--- src/rtl/pic_pkg.sv ---
package pic_pkg;

  localparam int unsigned VEC_W = 16;
  localparam logic [VEC_W-1:0] VEC_EXC  = 16'h0008;
  localparam logic [VEC_W-1:0] VEC_BASE = 16'h0010;
  localparam int unsigned PRIO_W = 2;

  // Vector address for a registered winner; idle gives zero.
  function automatic logic [VEC_W-1:0] vec_for(input logic valid,
                                               input logic exc,
                                               input logic [VEC_W-1:0] idx);
    logic [VEC_W-1:0] v;
    if (!valid)      v = '0;
    else if (exc)    v = VEC_EXC;
    else             v = VEC_BASE + (idx << 2);
    return v;
  endfunction

endpackage

--- src/rtl/pic_gpio_edge.sv ---
module pic_gpio_edge #(
  parameter int unsigned N_SEL  = 8,
  parameter int unsigned N_DUAL = 4
) (
  input  logic                    clk,
  input  logic                    rst_n,
  input  logic [N_SEL+N_DUAL-1:0] pin_i,
  input  logic                    edge_we,
  input  logic [N_SEL-1:0]        edge_wdata,
  output logic [N_SEL+N_DUAL-1:0] pulse_o
);

  localparam int unsigned N_PIN = N_SEL + N_DUAL;

  logic [N_PIN-1:0] meta_q, meta_d;
  logic [N_PIN-1:0] sync_q, sync_d;
  logic [N_PIN-1:0] prev_q, prev_d;
  logic [N_SEL-1:0] rise_sel_q, rise_sel_d;

  // next state
  always_comb begin
    meta_d     = pin_i;
    sync_d     = meta_q;
    prev_d     = sync_q;
    rise_sel_d = rise_sel_q;
    if (edge_we) rise_sel_d = edge_wdata;
  end

  // registers
  always_ff @(posedge clk or negedge rst_n) begin
    if (!rst_n) begin
      meta_q     <= '0;
      sync_q     <= '0;
      prev_q     <= '0;
      rise_sel_q <= '1;
    end else begin
      meta_q <= meta_d;
      sync_q <= sync_d;
      prev_q <= prev_d;
      if (edge_we) rise_sel_q <= rise_sel_d;
    end
  end

  // edge detection: selectable polarity or both edges
  for (genvar p = 0; p < N_PIN; p++) begin : g_pin
    if (p < N_SEL) begin : g_sel
      always_comb begin
        if (rise_sel_q[p]) pulse_o[p] = sync_q[p] & ~prev_q[p];
        else               pulse_o[p] = ~sync_q[p] & prev_q[p];
      end
    end else begin : g_dual
      always_comb pulse_o[p] = sync_q[p] ^ prev_q[p];
    end
  end

endmodule

--- src/rtl/pic_pend.sv ---
module pic_pend #(
  parameter int unsigned N_SRC = 16,
  parameter int unsigned IDX_W = 4
) (
  input  logic             clk,
  input  logic             rst_n,
  input  logic [N_SRC-1:0] set_i,
  input  logic [N_SRC-1:0] clr_i,
  input  logic             exc_set_i,
  input  logic             ack_i,
  input  logic             ack_exc_i,
  input  logic [IDX_W-1:0] ack_idx_i,
  output logic [N_SRC-1:0] flags_o,
  output logic             exc_o
);

  logic [N_SRC-1:0] flags_q, flags_d;
  logic [N_SRC-1:0] ack_mask;
  logic [N_SRC-1:0] clr_all;
  logic             flags_en;
  logic             exc_q, exc_d;
  logic             exc_en;

  // acknowledge mask: only the presented maskable vector
  always_comb begin
    ack_mask = '0;
    if (ack_i && !ack_exc_i) ack_mask[ack_idx_i] = 1'b1;
  end

  // next state; a set in the same cycle beats any clear
  always_comb begin
    clr_all  = clr_i | ack_mask;
    flags_d  = (flags_q & ~clr_all) | set_i;
    flags_en = (|set_i) | (|clr_all);
    exc_d    = (exc_q & ~(ack_i & ack_exc_i)) | exc_set_i;
    exc_en   = exc_set_i | (ack_i & ack_exc_i);
  end

  always_ff @(posedge clk or negedge rst_n) begin
    if (!rst_n) begin
      flags_q <= '0;
      exc_q   <= 1'b0;
    end else begin
      if (flags_en) flags_q <= flags_d;
      if (exc_en)   exc_q   <= exc_d;
    end
  end

  assign flags_o = flags_q;
  assign exc_o   = exc_q;

  // every set lands, whatever else happens that cycle
  p_set_lands_r4: assert property (@(posedge clk) disable iff (!rst_n)
    (|set_i) |=> ((flags_q & $past(set_i)) == $past(set_i)));

  // acknowledged exception is gone unless re-raised
  p_ack_clr_exc_r11: assert property (@(posedge clk) disable iff (!rst_n)
    (ack_i && ack_exc_i && !exc_set_i) |=> !exc_q);

endmodule

--- src/rtl/pic_arb.sv ---
module pic_arb #(
  parameter int unsigned N_SRC = 16,
  parameter int unsigned IDX_W = 4
) (
  input  logic                           clk,
  input  logic                           rst_n,
  input  logic [N_SRC-1:0]               flags_i,
  input  logic                           exc_i,
  input  logic                           prio_we,
  input  logic [N_SRC*pic_pkg::PRIO_W-1:0] prio_wdata,
  input  logic                           ctrl_we,
  input  logic                           gie_wdata,
  input  logic                           poll_wdata,
  output logic                           win_valid_o,
  output logic                           win_exc_o,
  output logic [IDX_W-1:0]               win_idx_o
);

  localparam int unsigned PW = pic_pkg::PRIO_W;

  logic [N_SRC*PW-1:0] prio_q, prio_d;
  logic                gie_q, gie_d;
  logic                poll_q, poll_d;

  logic [N_SRC-1:0]    elig;
  logic [PW-1:0]       best_lvl;
  logic [IDX_W-1:0]    best_idx;

  logic                valid_q, valid_d;
  logic                exc_q, exc_d;
  logic [IDX_W-1:0]    idx_q, idx_d;

  // configuration next state
  always_comb begin
    prio_d = prio_q;
    gie_d  = gie_q;
    poll_d = poll_q;
    if (prio_we) prio_d = prio_wdata;
    if (ctrl_we) begin
      gie_d  = gie_wdata;
      poll_d = poll_wdata;
    end
  end

  // eligibility of each maskable source
  for (genvar i = 0; i < N_SRC; i++) begin : g_elig
    always_comb elig[i] = flags_i[i] && (prio_q[i*PW +: PW] != '0)
                          && gie_q && !poll_q;
  end

  // highest level wins; scanning downward with >= favours the lower index
  always_comb begin
    best_lvl = '0;
    best_idx = '0;
    for (int i = N_SRC - 1; i >= 0; i--) begin
      if (elig[i] && (prio_q[i*PW +: PW] >= best_lvl)) begin
        best_lvl = prio_q[i*PW +: PW];
        best_idx = IDX_W'(i);
      end
    end
  end

  // winner next state: exception above everything
  always_comb begin
    valid_d = exc_i | (|elig);
    exc_d   = exc_i;
    idx_d   = exc_i ? '0 : best_idx;
  end

  always_ff @(posedge clk or negedge rst_n) begin
    if (!rst_n) begin
      prio_q  <= '0;
      gie_q   <= 1'b0;
      poll_q  <= 1'b0;
      valid_q <= 1'b0;
      exc_q   <= 1'b0;
      idx_q   <= '0;
    end else begin
      if (prio_we) prio_q <= prio_d;
      if (ctrl_we) begin
        gie_q  <= gie_d;
        poll_q <= poll_d;
      end
      valid_q <= valid_d;
      exc_q   <= exc_d;
      idx_q   <= idx_d;
    end
  end

  assign win_valid_o = valid_q;
  assign win_exc_o   = exc_q;
  assign win_idx_o   = idx_q;

  // a pending exception is presented on the next cycle
  p_exc_wins_r8: assert property (@(posedge clk) disable iff (!rst_n)
    exc_i |=> (valid_q && exc_q));

  // global enable off and no exception means no request
  p_gie_blocks_r9: assert property (@(posedge clk) disable iff (!rst_n)
    (!gie_q && !exc_i) |=> !valid_q);

endmodule

--- src/rtl/pic_vec_ctrl.sv ---
module pic_vec_ctrl #(
  parameter int unsigned N_PERIPH = 4,
  parameter int unsigned N_SEL    = 8,
  parameter int unsigned N_DUAL   = 4,
  localparam int unsigned N_SRC   = N_PERIPH + N_SEL + N_DUAL,
  localparam int unsigned IDX_W   = $clog2(N_SRC)
) (
  input  logic                 clk,
  input  logic                 rst_n,
  input  logic [N_PERIPH-1:0]  periph_irq,
  input  logic [N_SEL-1:0]     gpio_sel_in,
  input  logic [N_DUAL-1:0]    gpio_dual_in,
  input  logic                 sys_exc,
  input  logic                 prio_we,
  input  logic [2*N_SRC-1:0]   prio_wdata,
  input  logic                 edge_we,
  input  logic [N_SEL-1:0]     edge_wdata,
  input  logic                 ctrl_we,
  input  logic                 ctrl_gie,
  input  logic                 ctrl_poll,
  input  logic [N_SRC-1:0]     sw_set,
  input  logic [N_SRC-1:0]     sw_clr,
  input  logic                 irq_ack,
  output logic                 irq_req,
  output logic                 irq_exc,
  output logic [15:0]          irq_vec,
  output logic [N_SRC-1:0]     pend_flags,
  output logic                 exc_pend
);

  logic                     rst_meta_q, rst_sync_q;
  logic [N_SEL+N_DUAL-1:0]  gpio_pulse;
  logic [N_SRC-1:0]         set_all;
  logic [N_SRC-1:0]         flags;
  logic                     exc_flag;
  logic                     win_valid, win_exc;
  logic [IDX_W-1:0]         win_idx;
  logic                     ack_fire;

  // reset: asserted asynchronously, released on the clock
  always_ff @(posedge clk or negedge rst_n) begin
    if (!rst_n) begin
      rst_meta_q <= 1'b0;
      rst_sync_q <= 1'b0;
    end else begin
      rst_meta_q <= 1'b1;
      rst_sync_q <= rst_meta_q;
    end
  end

  pic_gpio_edge #(.N_SEL(N_SEL), .N_DUAL(N_DUAL)) u_gpio (
    .clk        (clk),
    .rst_n      (rst_sync_q),
    .pin_i      ({gpio_dual_in, gpio_sel_in}),
    .edge_we    (edge_we),
    .edge_wdata (edge_wdata),
    .pulse_o    (gpio_pulse)
  );

  always_comb begin
    set_all  = {gpio_pulse, periph_irq} | sw_set;
    ack_fire = irq_ack & win_valid;
  end

  pic_pend #(.N_SRC(N_SRC), .IDX_W(IDX_W)) u_pend (
    .clk       (clk),
    .rst_n     (rst_sync_q),
    .set_i     (set_all),
    .clr_i     (sw_clr),
    .exc_set_i (sys_exc),
    .ack_i     (ack_fire),
    .ack_exc_i (win_exc),
    .ack_idx_i (win_idx),
    .flags_o   (flags),
    .exc_o     (exc_flag)
  );

  pic_arb #(.N_SRC(N_SRC), .IDX_W(IDX_W)) u_arb (
    .clk         (clk),
    .rst_n       (rst_sync_q),
    .flags_i     (flags),
    .exc_i       (exc_flag),
    .prio_we     (prio_we),
    .prio_wdata  (prio_wdata),
    .ctrl_we     (ctrl_we),
    .gie_wdata   (ctrl_gie),
    .poll_wdata  (ctrl_poll),
    .win_valid_o (win_valid),
    .win_exc_o   (win_exc),
    .win_idx_o   (win_idx)
  );

  always_comb begin
    irq_req    = win_valid;
    irq_exc    = win_valid & win_exc;
    irq_vec    = pic_pkg::vec_for(win_valid, win_exc, 16'(win_idx));
    pend_flags = flags;
    exc_pend   = exc_flag;
  end

  // a presented vector is word aligned and never reset or reserved
  p_vec_legal_r7: assert property (@(posedge clk) disable iff (!rst_sync_q)
    irq_req |-> (irq_vec[1:0] == 2'b00 && irq_vec >= 16'h0008
                 && irq_vec != 16'h000C));

endmodule

--- config.mk ---
export PLATFORM = sky130hd
export DESIGN_NAME = pic_vec_ctrl
export DESIGN_NICKNAME = d
export VERILOG_FILES = /design/src/rtl/pic_pkg.sv /design/src/rtl/pic_gpio_edge.sv /design/src/rtl/pic_pend.sv /design/src/rtl/pic_arb.sv /design/src/rtl/pic_vec_ctrl.sv
export SDC_FILE = /design/constraint.sdc
export NUM_CORES = 1
export LEC_CHECK = 0
export ABC_CLOCK_PERIOD_IN_PS = 4100
export BUFFER_PORTS_ARGS = -buffer_cell sky130_fd_sc_hd__clkbuf_2
export CORE_AREA = 3 3 117 119
export CTS_CLUSTER_SIZE = 10
export DETAILED_ROUTE_END_ITERATION = 8
export DIE_AREA = 0 0 120 122
export PLACE_DENSITY = 0.73
export SYNTH_ARGS = -nofsm -noshare
export SYNTH_HDL_FRONTEND = slang
export SYNTH_HIERARCHICAL = 1
export SYNTH_SLANG_ARGS = --single-unit
--- constraint.sdc ---
create_clock -name clk -period 4.1 [get_ports clk]
set_input_delay 0.41 -clock clk [delete_from_list [all_inputs] [get_ports clk]]
set_output_delay 0.41 -clock clk [all_outputs]
set_load 0.01 [all_outputs]
==> Word level (Yosys, flattened, before mapping) <==
Cells that the tools add are included.
{ "classes": {"magnitude_cmp": 18, "n_addsub": 1, "bitwise": 50, "n_mux": 45, "reduce_logical": 87} }
{ "ops": {"columns": ["op", "n"], "rows": [
  ["$mux W4", 17],
  ["$logic_and A1 B1 Y1", 66],
  ["$or A16 B16 Y16", 3],
  ["$reduce_or A16 Y1", 3],
  ["$mux W16", 2],
  ["$reduce_bool A2 Y1", 16],
  ["$ge A2 B2 Y1", 15],
  ["$mux W2", 15],
  ["$and A1 B1 Y1", 20],
  ["$not A1 Y1", 17],
  ["$and A16 B16 Y16", 1],
  ["$not A16 Y16", 1],
  ["$mux W1", 9],
  ["$add A5 B6 Y7 const A", 1],
  ["$mux W7", 1],
  ["$lt A4 B5 Y1 const B", 1],
  ["$demux W1 S4", 1],
  ["$ge A4 B1 Y1 const B", 1],
  ["$or A1 B1 Y1", 4],
  ["$xor A1 B1 Y1", 4],
  ["$ge A2 B1 Y1 const B", 1],
  ["$logic_not A1 Y1", 2]
]} }
{ "word_totals": {"out_inout_bits": 35, "inputBits": 97, "register_bits": 103, "elab_cells": 215} }

==> Longest topological paths before layout <==
Gate-level depths: netlist (run 1).
{ "logic_depth": {"word_depth": 52, "ltp_mapped": 94, "mapped_depth_nobuf": 94} }

==> Cells and area by module <==
Netlist (run 1), hierarchy kept.
{ "modules_own_cells": {"columns": ["mod", "cells_per_inst", "seq_area_each_um2", "area_per_inst_um2", "n_inst"], "rows": [
  ["pic_arb", 344, 1001.0, 3061.7, 1],
  ["pic_gpio_edge", 81, 1111.1, 1407.6, 1],
  ["pic_pend", 74, 425.4, 932.1, 1],
  ["pic_vec_ctrl", 39, 50.0, 312.8, 1]
]} }

==> Least setup slack after synthesis (run 1) <==
No wires, ideal clock.
{ "synth_path": {"path_kind": "reg-to-reg", "start": "register u_arb.gie_q", "end": "register u_arb.idx_q[2], in the netlist u_arb/win_idx_o[2]", "stages_incl_launch_ff": 95, "n_path_buf": 0, "setup_ns": 0.086, "required_ns": 4.014, "synth_period_minus_slack_ns": 17.510, "setup_slack_ns": -13.410, "arrival_ns": 17.424, "cell_sequence": "dfrtp_1 nor2b_1 and3_1 ha_1 nand2b_1 a21oi_2 nor2_4 o21ai_1 inv_1 ha_1 nand3b_1 o31ai_1 a21oi_1 and4_1 or3_1 ha_1 nand2b_1 a21oi_1 [... 59 more ...] ha_1 nand2b_1 a32o_1 nand2_1 nand3b_1 or3_1 o221ai_2 ha_1 nand2b_1 a21oi_1 nor2_1 mux2_2 ha_1 nand2b_1 a21oi_1 o21bai_1 or2_2 nor3_1"} }
{ "synth_via": {"elab_chain_cells": 50, "elab_cells_between_ends": 95, "classes_between": "order compare: 15; mux: 32; reduce/logical: 48"} }
{ "synth_rtl": {"columns": ["item", "line_no", "source"], "rows": [
  ["start: declaration", "pic_arb.sv:22", "logic gie_q, gie_d;"],
  ["start signal: assignment", "pic_arb.sv:81", "gie_q <= gie_d;"],
  ["$logic_and A1 B1 Y1 (2 in series)", "pic_arb.sv:48", "&& gie_q && !poll_q;"],
  ["$logic_and A1 B1 Y1", "pic_arb.sv:56", "if (elig[i] && (prio_q[i*PW +: PW] >= best_lvl)) begin"],
  ["$mux W2", "pic_arb.sv:56", null],
  ["$ge A2 B2 Y1", "pic_arb.sv:56", null],
  ["$logic_and A1 B1 Y1", "pic_arb.sv:56", null],
  ["$mux W2", "pic_arb.sv:56", null],
  ["$ge A2 B2 Y1", "pic_arb.sv:56", null],
  ["$logic_and A1 B1 Y1", "pic_arb.sv:56", null],
  ["[... 34 more ...]", null, null],
  ["$ge A2 B2 Y1", "pic_arb.sv:56", null],
  ["$logic_and A1 B1 Y1", "pic_arb.sv:56", null],
  ["$mux W2", "pic_arb.sv:56", null],
  ["$ge A2 B2 Y1", "pic_arb.sv:56", null],
  ["$logic_and A1 B1 Y1", "pic_arb.sv:56", null],
  ["$mux W4 *", "pic_arb.sv:56", null],
  ["$mux W4 *", "pic_arb.sv:67", "idx_d = exc_i ? '0 : best_idx;"],
  ["via u_arb.idx_d[2]", "pic_arb.sv:31", "logic [IDX_W-1:0] idx_q, idx_d;"],
  ["end signal: assignment", "pic_arb.sv:86", "idx_q <= idx_d;"],
  ["end: declaration", "pic_arb.sv:31", null]
]} }
The timed path passes the listed nets; every way through them passes the cells marked *.
A chain may end at the register's enable or synchronous reset.

==> Worst setup path after layout (run 1) <==
{ "layout_path": {"start": "register u_arb.poll_q", "end": "register u_arb.idx_q[3], in the netlist u_arb/win_idx_o[3]"} }
{ "layout_via": {"elab_chain_cells": 50, "elab_cells_between_ends": 80, "classes_between": "order compare: 15; mux: 32; reduce/logical: 33"} }
{ "layout_rtl": {"columns": ["item", "line_no", "source"], "rows": [
  ["start: declaration", "pic_arb.sv:23", "logic poll_q, poll_d;"],
  ["start signal: assignment", "pic_arb.sv:82", "poll_q <= poll_d;"],
  ["$logic_not A1 Y1 *", "pic_arb.sv:48", null],
  ["$logic_and A1 B1 Y1", "pic_arb.sv:48", null],
  ["$logic_and A1 B1 Y1", "pic_arb.sv:56", null],
  ["$mux W2", "pic_arb.sv:56", null],
  ["$ge A2 B2 Y1", "pic_arb.sv:56", null],
  ["$logic_and A1 B1 Y1", "pic_arb.sv:56", null],
  ["$mux W2", "pic_arb.sv:56", null],
  ["$ge A2 B2 Y1", "pic_arb.sv:56", null],
  ["[... 35 more ...]", null, null],
  ["$ge A2 B2 Y1", "pic_arb.sv:56", null],
  ["$logic_and A1 B1 Y1", "pic_arb.sv:56", null],
  ["$mux W2", "pic_arb.sv:56", null],
  ["$ge A2 B2 Y1", "pic_arb.sv:56", null],
  ["$logic_and A1 B1 Y1", "pic_arb.sv:56", null],
  ["$mux W4 *", "pic_arb.sv:56", null],
  ["$mux W4 *", "pic_arb.sv:67", null],
  ["via u_arb.idx_d[3]", "pic_arb.sv:31", null]
]} }
Marked as above.

==> out/metrics.yaml, run 1 <==
status: "finished with violations"
failed_checks: "negative setup slack"
end_kind: "register"
p_int_w: 0.00230
fin_skew_ps: 12.8
cp.required_ps: 4380
rsz0062_at_grt: "true"
tightest_slew_ps: 961
crit_slowest_cell: "or4b_4"
p_comb_share_pct: 37.2
netlist_area_mm2: 0.00571
drt-pass1-iter-count: 4
grt_max_degree: 73
die_y_um: 122
num_io_pins: 132
ys_seq_area_share_pct: 45.3
worstPathArrival_ps: 17280
synth_ff_type: "dfrtp_1"
p_leak_nw: 3.86
overflow: 0
layout_common_cells: "140 x buf_4, 120 x clkbuf_2, 94 x dfrtp_1"
grt_usage_pct: 22.2
drc_errors: 0
synthToLayoutAreaGrowth_pct: 43.2
num_antenna_cells: 0
post-place-ws_ps: -13120
cts_tree: "built"
gp_routability_congestion: 0.931
via_count: 5078
max_freq_ghz: 0.0588
layout_setup_ws_ps: -12900
antenna_found_initial: 0
timing.rr.start: "u_arb/poll_q"
die_x_um: 120
slowest_delay_ps: 550
setup_viol: 4
p_per_area_mw_per_mm2: 405
hp-class: "primary input to register"
initial_core_util_pct: 45.1
synth_cell_types: 79
post_drt_wl_per_cell_um: 16.5
die_area_mm2: 0.0146
report.final.hold_viol_count: 0
dp_hpwl_um: 12300
critPathMaxFanout: 4
async_flop_share_pct: 100
port_buffers: 120
clkTransAtPathRegs_ps: 80
seqPwrFrac_pct: 36.2
switching_power_w: 0.00102
period_needed_ps: 17000
cts_buffers: 9
cp-startpoint: "u_arb/poll_q"
synthCells: 538
fp.coreArea_mm2: 0.0127
final_common_cell: "buf_4"
ant_nets: 0
switching_share_pct: 30.7
clock_sinks: 103
drt_iter0_drc: 313
clk_latency_ps: 350
period_share_pct: 415
wl_um: 16000
start_kind: "register"
yosysTopAreaCell: "dfrtp_1"
hold_start: "gpio_sel_in[4]"
total_power_w: 0.00332
synth_edf_count: 0
synth-seq-cells: 103
synthTopCellsByArea: "dfrtp_1 42%, mux2_2 4.5%, ha_1 4.2%, dfstp_2 3.7%, nand2_1 3.2%"
vdd_drop_max_mv: 0.441
final_max_slew_viol_count: 0
clockPowerShare_pct: 26.6
cts_root_buf: "clkbuf_16"
syn_area_per_cell_um2: 10.6
relSlewSlack_pct: 35.9
maxCapViolations: 0
grt_pass1_vias: 5219
synth_top_area_share_pct: 41.6
final_net_count: 913
htreeDepth: 3
critPathMostFrequentCell: "nand2b_4"
rows: 41
yosys_warnings: 6
critPathKind: "register to register"
grt_pass1_wl_um: 25800
clockBufferDepth: 2
drive_above_1_share_pct: 52.5
post_drt_via_cell_ratio: 5.21
==> cell usage after synthesis (3+ instances only) <==
cell type and count:
dfstp_2 8, o211ai_1 10, mux2_4 8, o22ai_1 9
nand4_1 6, nand2_1 49, nand3_1 15, xor2_1 4
nor3b_2 3, a21oi_2 5, and3_1 3, nor3b_1 8
a21o_1 3, inv_1 20, o21ai_1 6, clkbuf_1 6
o21a_1 6, a2bb2oi_1 8, a21oi_1 10, o31ai_1 3
or2_2 17, nand3b_1 4, dfrtp_1 95, ha_1 19
a211oi_1 4, o21ai_0 26, and3b_1 4, nor3_1 13
nor2b_1 19, nor2_1 17, or3_1 5, a31oi_1 3
mux2_2 23, buf_4 13, nand2b_1 25, a2bb2oi_2 8
==> worst max-delay path, delay by kind of cell (launching register included) <==
kind / cells / cell delay [ps]
muxes: 4 / 1270
AOI/OAI and AO/OA: 32 / 4760
and+or+nand+nor: 40 / 6390
DFF: 1 / 410
adders and majority gates: 16 / 4040
buffers and inverters: 1 / 60
==> layout make-up <==
cell class / count / area (um^2)
Timing Repair Buffer: 261 / 1660
Sequential cell: 103 / 2590
Fill cell: 1040 / 4490
Tap cell: 172 / 215
Multi-Input combinational cell: 402 / 3340
Inverter: 20 / 75.1
Clock buffer: 12 / 246
Clock inverter: 4 / 58.8
==> per-layer routing <==
layer | wire (um) | GRT usage (%)
met5 | 0 | 0
met4 | 208 | 5.23
met3 | 1020 | 5.15
met2 | 7980 | 37.9
met1 | 6830 | 28.9
==> cells by family after synthesis <==
group	after synthesis	synth area share, %
xor+xnor	4	0.613
simple gates	209	21.9
compound gates	124	16.9
flops	103	45.3
other cells	2	0.131
buf+inv	43	3.85
fa+ha+maj	20	4.34
mux	33	6.99
==> final timing paths <==
| kind | to | slack, ps | cells past startpoint |
|---|---|---|---|
| worst min register to register | u_gpio/prev_d[10] | 350 | 0 |
| worst max-delay path | u_arb/win_idx_o[3] | -12900 | 93 |
| worst max register to register | u_arb/win_idx_o[3] | -12900 | 93 |
| max in group asynchronous | u_pend/flags_o[1] | 2660 | 1 |
| min in group asynchronous | rst_sync_q | 380 | 2 |
| worst min-delay path | u_gpio/meta_q[4] | 160 | 1 |
==> power by group through the flow <==
stage	logic [W]	clock network (W)	registers, W
after floorplan	0.000702	0	0.00120
after global placement	0.00106	0	0.00121
after detailed placement	0.00110	0	0.00122
after CTS	0.00116	0.000910	0.00120
after global routing	0.00134	0.000951	0.00122
final	0.00123	0.000881	0.00120
==> per-stage QoR <==
stage | setup TNS, ps | utilization [%] | instances | hold WS [ps] | instance area, um^2
global placement | -50650 | 59.7 | 933 | 195 | 7560
CTS | -51270 | 63.2 | 962 | 147 | 8000
detailed placement | -52330 | 59.7 | 933 | 203 | 7560
finish | -51340 | 64.6 | 974 | 164 | 8180
global route | -54490 | 64.6 | 974 | 146 | 8180
floorplan | -50440 | - | 548 | 114 | 6010
==> sequential cells by signal, summed over array words and instances (netlist names), 4 cells and up <==
register	flops
u_arb/prio_q	32
u_arb/win_idx_o	4
u_gpio/meta_q	12
u_gpio/prev_d	12
u_gpio/prev_q	12
u_gpio/rise_sel_q	8
u_pend/flags_o	16
==> timing repair <==
item	4_1_cts	5_1_grt
endpoints found under the setup margin	4	4
hold buffers	1	0
pin swaps	23	18
setup buffers	12	12
gates resized for setup	7	16
hold endpoints to repair	2	0
Power figures use the tool's default switching activity.
==> inputs of run 2 (changes only) <==
Settings changed: ABC_CLOCK_PERIOD_IN_PS 4100 to 14800, PLACE_DENSITY 0.73 to 0.75.
Clock period 4.1 ns to 14.8 ns, I/O delays scaled along.
==> run 2 against run 1 <==
  * The run still ends with negative setup slack left
  * Sequential cell count unchanged
  * Total power down 73%
  * Fmax fell by 2.4%
  * Clock skew is essentially flat
  * Sequential share of layout area grew 1.7 points
  * Design area is 5.0% lower
  * Global-route usage decreased by 0.26 points
  * Critical endpoint unchanged
  * Highest routed layer unchanged
==> out/metrics.yaml, run 2 (synthesis gave the netlist of run 1 again) <==
status: "finished with violations"
failed_checks: "negative setup slack"
start_kind: "register"
switching_power_w: 0.000288  # -72%
grt_pass1_vias: 5271  # +1.0%
gp_routability_congestion: 0.962  # +3.4%
period_share_pct: 118  # -300 points
fin_skew_ps: 12.9  # +0.0738 ps
die_area_mm2: 0.0146  # unchanged
critPathKind: "register to register"
worstPathArrival_ps: 17700  # +420 ps
ant_nets: 0  # unchanged
critPathMostFrequentCell: "nand2b_4"
period_needed_ps: 17410  # +414 ps
crit_slowest_cell: "or4b_4"
dp_hpwl_um: 11700  # -4.7%
antenna_found_initial: 0  # unchanged
p_leak_nw: 3.60  # -6.7%
cts_buffers: 9  # unchanged
seqPwrFrac_pct: 38.2  # +2.0 points
p_per_area_mw_per_mm2: 113  # -72%
fp.coreArea_mm2: 0.0127  # unchanged
p_comb_share_pct: 35.5  # -1.7 points
critPathMaxFanout: 4  # unchanged
drt-pass1-iter-count: 6  # +2
synthToLayoutAreaGrowth_pct: 36.0
layout_setup_ws_ps: -2610  # +10290 ps
num_antenna_cells: 0  # unchanged
drc_errors: 0  # unchanged
cts_root_buf: "clkbuf_16"
drt_iter0_drc: 319  # +1.9%
p_int_w: 0.000594  # -74%
rows: 41  # unchanged
post_drt_via_cell_ratio: 5.44  # +4.3%
hp-class: "register to async pin"
overflow: 0  # unchanged
wl_um: 15900  # -0.99%
top_register: "u_arb/prio_q"
final_max_slew_viol_count: 0  # unchanged
vdd_drop_max_mv: 0.0948  # -78%
clkTransAtPathRegs_ps: 80  # about the same
post_drt_wl_per_cell_um: 17.2  # +4.7%
port_buffers: 120  # unchanged
htreeDepth: 3  # unchanged
num_io_pins: 132  # unchanged
end_kind: "register"
drive_above_1_share_pct: 50.1  # -2.4 points
relSlewSlack_pct: 35.4  # -0.55 points
slowest_delay_ps: 520  # -30 ps
clk_latency_ps: 360  # about the same
report.final.hold_viol_count: 0  # unchanged
cts_hold_buf: 0  # -1
via_count: 5009  # -1.4%
rsz0062_at_grt: "true"
die_y_um: 122  # unchanged
setup_viol: 4  # unchanged
dp.cells: 881  # -5.6%
grt_pass1_wl_um: 25300  # -1.8%
final_cells: 921  # -5.4%
max_freq_ghz: 0.0574  # -2.4%
clockPowerShare_pct: 26.2  # -0.4 points
cts_tree: "built"
layout_common_cells: "120 x clkbuf_2, 94 x dfrtp_1, 88 x buf_4"
final_net_count: 860  # -5.8%
largest_register_ffs: 32  # unchanged
cp.required_ps: 15090  # +10710 ps
post-place-ws_ps: -2670  # +10450 ps
clock_sinks: 103  # unchanged
die_x_um: 120  # unchanged
grt_max_degree: 64  # -12%
final_common_cell: "clkbuf_2"
maxCapViolations: 0  # unchanged
total_power_w: 0.000882  # -73%
tightest_slew_ps: 969  # +8.31 ps
grt_usage_pct: 22.0  # -0.26 points
initial_core_util_pct: 45.1  # unchanged
switching_share_pct: 32.6  # +2.0 points
clockBufferDepth: 2  # unchanged
run 2: critical path, delay by kind of cell (launching register included):
| family | cells | cell delay (ps) |
|---|---|---|
| muxes | 4 | 1300 |
| and+or+nand+nor | 40 | 6460 |
| DFF | 1 | 410 |
| adders and majority gates | 16 | 4060 |
| buffers and inverters | 1 | 60 |
| AOI/OAI and AO/OA | 32 | 5040 |
run 2: power groups by stage:
| stage | sequential (W) | clock [W] | combinational (W) |
|---|---|---|---|
| after detailed placement | 0.000341 | 0 | 0.000280 |
| after CTS | 0.000336 | 0.000238 | 0.000295 |
| final | 0.000337 | 0.000231 | 0.000313 |
| after global routing | 0.000341 | 0.000252 | 0.000339 |
| after global placement | 0.000340 | 0 | 0.000266 |
| after floorplan | 0.000333 | 0 | 0.000194 |
run 2: layout make-up:
type                       instances  area (um^2)
fill                            1014         4900
multi-input combinational        402         3340
sequential                       103         2590
timing repair buffer             208         1260
clock buffer                       9          225
tap                              172          215
inverter                          20         75.1
clock inverter                     7         66.3
run 2: through the flow:
| step | TNS (ps) | cell area, um^2 | utilization (%) | hold WS, ps |
|---|---|---|---|---|
| after global routing | -12920 | 7770 | 61.4 | 357 |
| after global placement | -7910 | 7170 | 56.6 | 320 |
| final | -10240 | 7770 | 61.4 | 302 |
| after CTS | -8770 | 7620 | 60.1 | 336 |
| after detailed placement | -10390 | 7170 | 56.6 | 327 |
| after floorplan | -7640 | 6010 | - | 331 |
run 2: per-layer routing:
layer	track usage [%]	vias up	share of wire [%]
met4	8.59	0	2.3
met5	0	-	0
li1	-	2345	-
met1	26.0	2438	41
met2	37.3	188	50
met3	7.10	38	7.1
run 2: what timing repair did:
action                                  in CTS  in global routing
endpoints found under the setup margin       4                  4
setup buffers                               15                 10
pin swaps                                   19                 19
resized for setup                            8                 17
run 2: final timing paths:
path / depth (start not counted) / slack, ps / endpoint / from
hold reg to reg: 0 / 300 / u_gpio/prev_d[1] / rst_sync_q
max in group asynchronous: 1 / 13330 / u_pend/flags_o[13] / rst_sync_q
hold / removal: 0 / 300 / u_gpio/prev_d[1] / rst_sync_q
setup reg to reg: 93 / -2610 / u_arb/win_idx_o[3] / u_arb/poll_q
setup / recovery: 93 / -2610 / u_arb/win_idx_o[3] / u_arb/poll_q
min in group clk: 0 / 350 / u_gpio/prev_d[3] / u_gpio/meta_q[3]
